## src/rtl/abd_pkg.sv

```systemverilog
package abd_pkg;

    localparam int unsigned ABD_CNT_W_DEF   = 16;
    localparam int unsigned ABD_EDGES_DEF   = 5;
    localparam int unsigned ABD_STAGES_DEF  = 2;

    typedef enum logic [1:0] {
        ABD_IDLE    = 2'd0,
        ABD_ARMED   = 2'd1,
        ABD_MEASURE = 2'd2
    } abd_phase_e;

endpackage

```

## src/rtl/abd_edge_sync.sv

```systemverilog
module abd_edge_sync #(
    parameter int unsigned STAGES = 2
) (
    input  logic clk,
    input  logic rst_n,
    input  logic pin_i,
    output logic rise_o
);

    typedef struct packed {
        logic [STAGES-1:0] sh;
        logic              prev;
    } sync_t;

    sync_t s_d, s_q;

    always_comb begin
        s_d      = s_q;
        s_d.sh   = {s_q.sh[STAGES-2:0], pin_i};
        s_d.prev = s_q.sh[STAGES-1];
    end

    always_ff @(posedge clk or negedge rst_n) begin
        if (!rst_n) begin
            s_q <= '1;
        end else begin
            s_q <= s_d;
        end
    end

    assign rise_o = s_q.sh[STAGES-1] & ~s_q.prev;

endmodule

```

## src/rtl/abd_counter.sv

```systemverilog
module abd_counter #(
    parameter int unsigned WIDTH = 16
) (
    input  logic             clk,
    input  logic             rst_n,
    input  logic             clr_i,
    input  logic             inc_i,
    output logic [WIDTH-1:0] cnt_o,
    output logic             at_max_o
);

    logic [WIDTH-1:0] cnt_d, cnt_q;

    always_comb begin
        cnt_d = cnt_q;
        if (clr_i) begin
            cnt_d = '0;
        end else if (inc_i) begin
            cnt_d = cnt_q + WIDTH'(1);
        end
    end

    always_ff @(posedge clk or negedge rst_n) begin
        if (!rst_n) begin
            cnt_q <= '0;
        end else begin
            cnt_q <= cnt_d;
        end
    end

    assign cnt_o    = cnt_q;
    assign at_max_o = (cnt_q == {WIDTH{1'b1}});

endmodule

```

## src/rtl/abd_ctrl.sv

```systemverilog
module abd_ctrl
    import abd_pkg::*;
#(
    parameter int unsigned CNT_W = 16,
    parameter int unsigned EDGES = 5
) (
    input  logic             clk,
    input  logic             rst_n,
    input  logic             rise_i,
    input  logic             tick_i,
    input  logic             en_wr_i,
    input  logic             en_wdata_i,
    input  logic             ovf_clr_i,
    input  logic             data_rd_i,
    input  logic [CNT_W-1:0] cnt_i,
    input  logic             cnt_max_i,
    output logic             cnt_clr_o,
    output logic             cnt_inc_o,
    output logic [CNT_W-1:0] div_o,
    output logic             ovf_o,
    output logic             irq_o,
    output logic             en_o
);

    localparam int unsigned EW = $clog2(EDGES);

    typedef struct packed {
        abd_phase_e       phase;
        logic [EW-1:0]    edges;
        logic             ovf;
        logic             irq;
        logic [CNT_W-1:0] div;
    } ctrl_t;

    ctrl_t c_d, c_q;
    logic  clr_d, inc_d;

    always_comb begin
        c_d   = c_q;
        clr_d = 1'b0;
        inc_d = 1'b0;

        if (data_rd_i) begin
            c_d.irq = 1'b0;
        end
        if (ovf_clr_i && (c_q.phase == ABD_IDLE)) begin
            c_d.ovf = 1'b0;
        end

        case (c_q.phase)
            ABD_ARMED: begin
                if (rise_i) begin
                    c_d.phase = ABD_MEASURE;
                    c_d.edges = EW'(1);
                    clr_d     = 1'b1;
                end
            end
            ABD_MEASURE: begin
                if (rise_i && (c_q.edges == EW'(EDGES - 1))) begin
                    c_d.div   = cnt_i;
                    c_d.irq   = 1'b1;
                    c_d.phase = ABD_IDLE;
                    c_d.edges = '0;
                end else begin
                    if (rise_i) begin
                        c_d.edges = c_q.edges + EW'(1);
                    end
                    if (tick_i) begin
                        inc_d = 1'b1;
                        if (cnt_max_i) begin
                            c_d.ovf = 1'b1;
                        end
                    end
                end
            end
            default: ;
        endcase

        if (en_wr_i) begin
            c_d.phase = en_wdata_i ? ABD_ARMED : ABD_IDLE;
            c_d.edges = '0;
            inc_d     = 1'b0;
            clr_d     = 1'b0;
        end
    end

    always_ff @(posedge clk or negedge rst_n) begin
        if (!rst_n) begin
            c_q <= '{phase: ABD_IDLE, edges: '0, ovf: 1'b0, irq: 1'b0, div: '0};
        end else begin
            c_q <= c_d;
        end
    end

    assign cnt_clr_o = clr_d;
    assign cnt_inc_o = inc_d;
    assign div_o     = c_q.div;
    assign ovf_o     = c_q.ovf;
    assign irq_o     = c_q.irq;
    assign en_o      = (c_q.phase != ABD_IDLE);

endmodule

```

## src/rtl/abd_top.sv

```systemverilog
module abd_top
    import abd_pkg::*;
#(
    parameter int unsigned CNT_W  = ABD_CNT_W_DEF,
    parameter int unsigned EDGES  = ABD_EDGES_DEF,
    parameter int unsigned STAGES = ABD_STAGES_DEF
) (
    input  logic             clk,
    input  logic             rst_n,
    input  logic             rx_pin,
    input  logic             baud_tick,
    input  logic             en_wr,
    input  logic             en_wdata,
    input  logic             ovf_clr,
    input  logic             data_rd,
    output logic [CNT_W-1:0] divisor,
    output logic             ovf_flag,
    output logic             rx_irq,
    output logic             en_status
);

    logic             rx_rise;
    logic             cnt_clr;
    logic             cnt_inc;
    logic             cnt_max;
    logic [CNT_W-1:0] cnt_val;

    abd_edge_sync #(.STAGES(STAGES)) u_sync (
        .clk    (clk),
        .rst_n  (rst_n),
        .pin_i  (rx_pin),
        .rise_o (rx_rise)
    );

    abd_counter #(.WIDTH(CNT_W)) u_cnt (
        .clk      (clk),
        .rst_n    (rst_n),
        .clr_i    (cnt_clr),
        .inc_i    (cnt_inc),
        .cnt_o    (cnt_val),
        .at_max_o (cnt_max)
    );

    abd_ctrl #(.CNT_W(CNT_W), .EDGES(EDGES)) u_ctrl (
        .clk        (clk),
        .rst_n      (rst_n),
        .rise_i     (rx_rise),
        .tick_i     (baud_tick),
        .en_wr_i    (en_wr),
        .en_wdata_i (en_wdata),
        .ovf_clr_i  (ovf_clr),
        .data_rd_i  (data_rd),
        .cnt_i      (cnt_val),
        .cnt_max_i  (cnt_max),
        .cnt_clr_o  (cnt_clr),
        .cnt_inc_o  (cnt_inc),
        .div_o      (divisor),
        .ovf_o      (ovf_flag),
        .irq_o      (rx_irq),
        .en_o       (en_status)
    );

endmodule

```

## config.mk

```make
export PLATFORM = sky130hd
export DESIGN_NAME = abd_top
export DESIGN_NICKNAME = d
export VERILOG_FILES = /design/src/rtl/abd_pkg.sv /design/src/rtl/abd_edge_sync.sv /design/src/rtl/abd_counter.sv /design/src/rtl/abd_ctrl.sv /design/src/rtl/abd_top.sv
export SDC_FILE = /design/constraint.sdc
export NUM_CORES = 1
export LEC_CHECK = 0
export ABC_AREA = 1
export BUFFER_PORTS_ARGS = -buffer_cell sky130_fd_sc_hd__buf_2
export CAP_MARGIN = 20
export CORE_MARGIN = 4
export CORE_UTILIZATION = 50
export DETAILED_ROUTE_END_ITERATION = 7
export PLACE_DENSITY = 0.7
export SLEW_MARGIN = 20
export SYNTH_ARGS = -nofsm -noshare
export SYNTH_HDL_FRONTEND = slang
export SYNTH_SLANG_ARGS = --single-unit
```

## constraint.sdc

```tcl
create_clock -name clk -period 2.72 [get_ports clk]
set_input_delay 0.544 -clock clk [delete_from_list [all_inputs] [get_ports clk]]
set_output_delay 0.544 -clock clk [all_outputs]
set_load 0.02 [all_outputs]
```

==> impl_metrics.toml <==
[status]
status = "finished, final reports clean"

[timing]
rsz0062_at_grt = "no"
slew_headroom_pct = 39.43
fin_crit_ns = 1.802
worst_slew_pin_slew_ns = 0.9085
drv_slew = 0
final_hold_viol_count = 0
setup_tns_ns = 0
setup_viol = 0
clock-skew-final_ns = 0.004399
fmax_mhz = 554.9
fin_crit_sh_pct = 66.25

[worst_setup_path]
critPathMaxFanout = 33
r2r_cells = 9
cp.arrival_ns = 2.01
r2r-start = "u_ctrl.c_q[18]"
path_cells = "inv_1 > ha_1 > nand2_1 > inv_1 > nand2_1 > inv_1 > nand2_2 > o211ai_1 > o21ai_0"
crit_top_cell = "inv_1"
cp-end-kind = "flop"
critical_path_required_ns = 2.93
cp_slowest_stage_delay_ns = 0.41
crit_path_start_kind = "flop"
crit_path_end = "u_ctrl.c_q[18]"
cp-startpoint = "u_ctrl.c_q[18]"
path_buf_inv = 3
r2r_slack_ns = 0.92
r2r-end = "u_ctrl.c_q[18]"
crit_path_top_delay_cell = "nand2_2"
cp_top_family = "simple AND/OR/NAND/NOR gates"
crit_cells = 9
path_class = "flop to flop"

[grt]
grt_pass1_vias = 1577
antenna_found_initial = 0
grt_busiest_layer = "met2"
use_met3_pct = 4.272
grt.overflow.total = 0
grt_use_total_pct = 16.92
grt_start_max_net_pins = 43
use_met1_pct = 23.01
met2_usage_pct = 26.34
grt_pass1_wl_mm = 7.196

[synthesis]
syn_nets = 278
synth_seq_cells = 42
yosysSeqAreaShare_pct = 47.28
ys_types = 29
synthesis.area_um2 = 2231
yosys_warnings = 0
avgSynthCellArea_um2 = 8.355
synth_cells = 267

[cts]
cts_resized = 0
clkTransAtPathRegs_ns = 0.08
cts_buffers = 5
postCtsHoldBufs = 0
cts_max_level = 2
insertion_delay_ns = 0.29
cts_root_buf = "clkbuf_8"
cts_setup_buffers = 0
clockBufferDepth = 2
cts_num_sinks = 42
cts_tree = "built"

[finish]
seqCellArea_um2 = 1055
final_common_cell = "nand2_1"
antenna_cells = 0
syn2layout_area_growth_pct = 5.609
final_area_um2 = 2356
multiInputGateArea_um2 = 875.8
nFillCells = 436
drive_gt1_share_pct = 19.22
layout_common_cells = "nand2_1, dfrtp_1, inv_1, buf_2, nand3_1"
nNetsFinal = 291

[die]
row_count = 24
core_area_um2 = 4324
chipWidth_um = 74.80
fp.dieH_um = 74.80
start_util_pct = 51.59
dieArea_um2 = 5594
ios = 27

[power_and_ir_drop]
p_leak_nw = 1.195
p_sw_share_pct = 28.60
power.switching_mw = 0.3758
combPwrFrac_pct = 13.1
cellInternalPower_mw = 0.9385
p_total_mw = 1.314
power_frac_seq_pct = 55.9
pwr_density_cell_nw_per_um2 = 557.8
vdd_drop_max_mv = 0.2960
clockPowerShare_pct = 31.0

[placed_design]
place.gp.congestion = 0.8778
place_area_um2 = 2265
portBuffers = 26
post-dp-hpwl_mm = 3.000

[routing]
vias = 1677
drtIter0Drc = 102
wl_per_cell_um = 12.40
drt_pass1_iterations = 5
vias_per_cell = 5.036
ant_nets = 0
drc = 0
routed_wl_mm = 4.130

[worst_hold_path]
hold_class = "primary input to flop"

[flow_run]
maxCapViolations = 0
logic make-up (layout without fill, tap and decap cells):
family / count (synthesis) / count (layout) / share of synthesized area (%)
flip-flops: 42 / 42 / 47.28
adder cells (fa/ha/maj): 3 / 3 / 1.683
AO/OA/AOI/OAI: 40 / 40 / 9.254
buffers and inverters: 55 / 69 / 13.46
AND/OR/NAND/NOR: 125 / 125 / 27.54
XOR/XNOR: 2 / 2 / 0.7853
metrics by stage:
step / cells / hold WS, ns / setup WS [ns] / utilization (%)
floorplan: 267 / 0.2484 / 1.315 / -
global placement: 325 / 0.3477 / 0.9944 / 52.37
detailed placement: 325 / 0.3491 / 0.9099 / 52.37
CTS: 333 / 0.3352 / 0.8850 / 54.48
global route: 333 / 0.3246 / 0.7092 / 54.48
finish: 333 / 0.3490 / 0.9180 / 54.48
how the worst min path moves through the flow:
stage / endpoint / startpoint / slack [ns] / depth (start not counted)
after floorplan: u_cnt.cnt_o[0] / rst_n / 0.25 / 0
after global placement: u_sync.s_d[0] / u_sync.s_d[2] / 0.35 / 0
after detailed placement: u_sync.s_d[0] / u_sync.s_d[2] / 0.35 / 0
after CTS: u_sync.s_d[2] / rx_pin / 0.34 / 1
after global routing: u_sync.s_d[2] / rx_pin / 0.32 / 1
final: u_sync.s_d[2] / rx_pin / 0.35 / 1
power by group through the flow:
| stage | combinational [mW] | clock (mW) | sequential (mW) |
|---|---|---|---|
| after global placement | 0.171 | 0 | 0.744 |
| after CTS | 0.175 | 0.424 | 0.733 |
| after floorplan | 0.125 | 0 | 0.732 |
| after global routing | 0.201 | 0.453 | 0.744 |
| final | 0.172 | 0.407 | 0.735 |
| after detailed placement | 0.174 | 0 | 0.745 |
routing by layer:
metal / part of all wire (%) / wire length (um)
met2: 45 / 1863
met3: 4.7 / 196
met4: 1.3 / 55
met1: 49 / 2015
met5: 0 / 0
Yosys cell counts, drive strengths merged:
cell type	instances	area, um2
nor3	3	15.01
o211ai	1	7.510
nand3	20	112.6
dfstp	3	78.83
nand2	71	299.0
buf	19	147.6
nand3b	1	7.510
o21ai	33	168.9
a21oi	6	30.03
nor2	20	102.6
inv	35	138.9
xor2	2	17.52
nand4	10	77.57
dfrtp	39	975.9
ha	3	37.54
clkbuf	1	13.76
registers in the layout, indices dropped and copies added, names as in the netlist:
signal / cells
u_sync.s_q: 1
u_ctrl.irq_o: 1
u_ctrl.ovf_o: 1
u_ctrl.div_o: 16
u_cnt.cnt_o: 16
u_ctrl.c_q: 5
u_sync.s_d: 2
area by class of cell:
class,count,area share (%)
flip-flops and latches,42,44.77
multi-input cells,170,37.17
inverters,35,5.895
repair buffers,26,5.523
clock buffers,7,3.664
well taps,52,2.762
clock inverters,1,0.2124
Note: power is estimated with default switching activity, not from simulation.
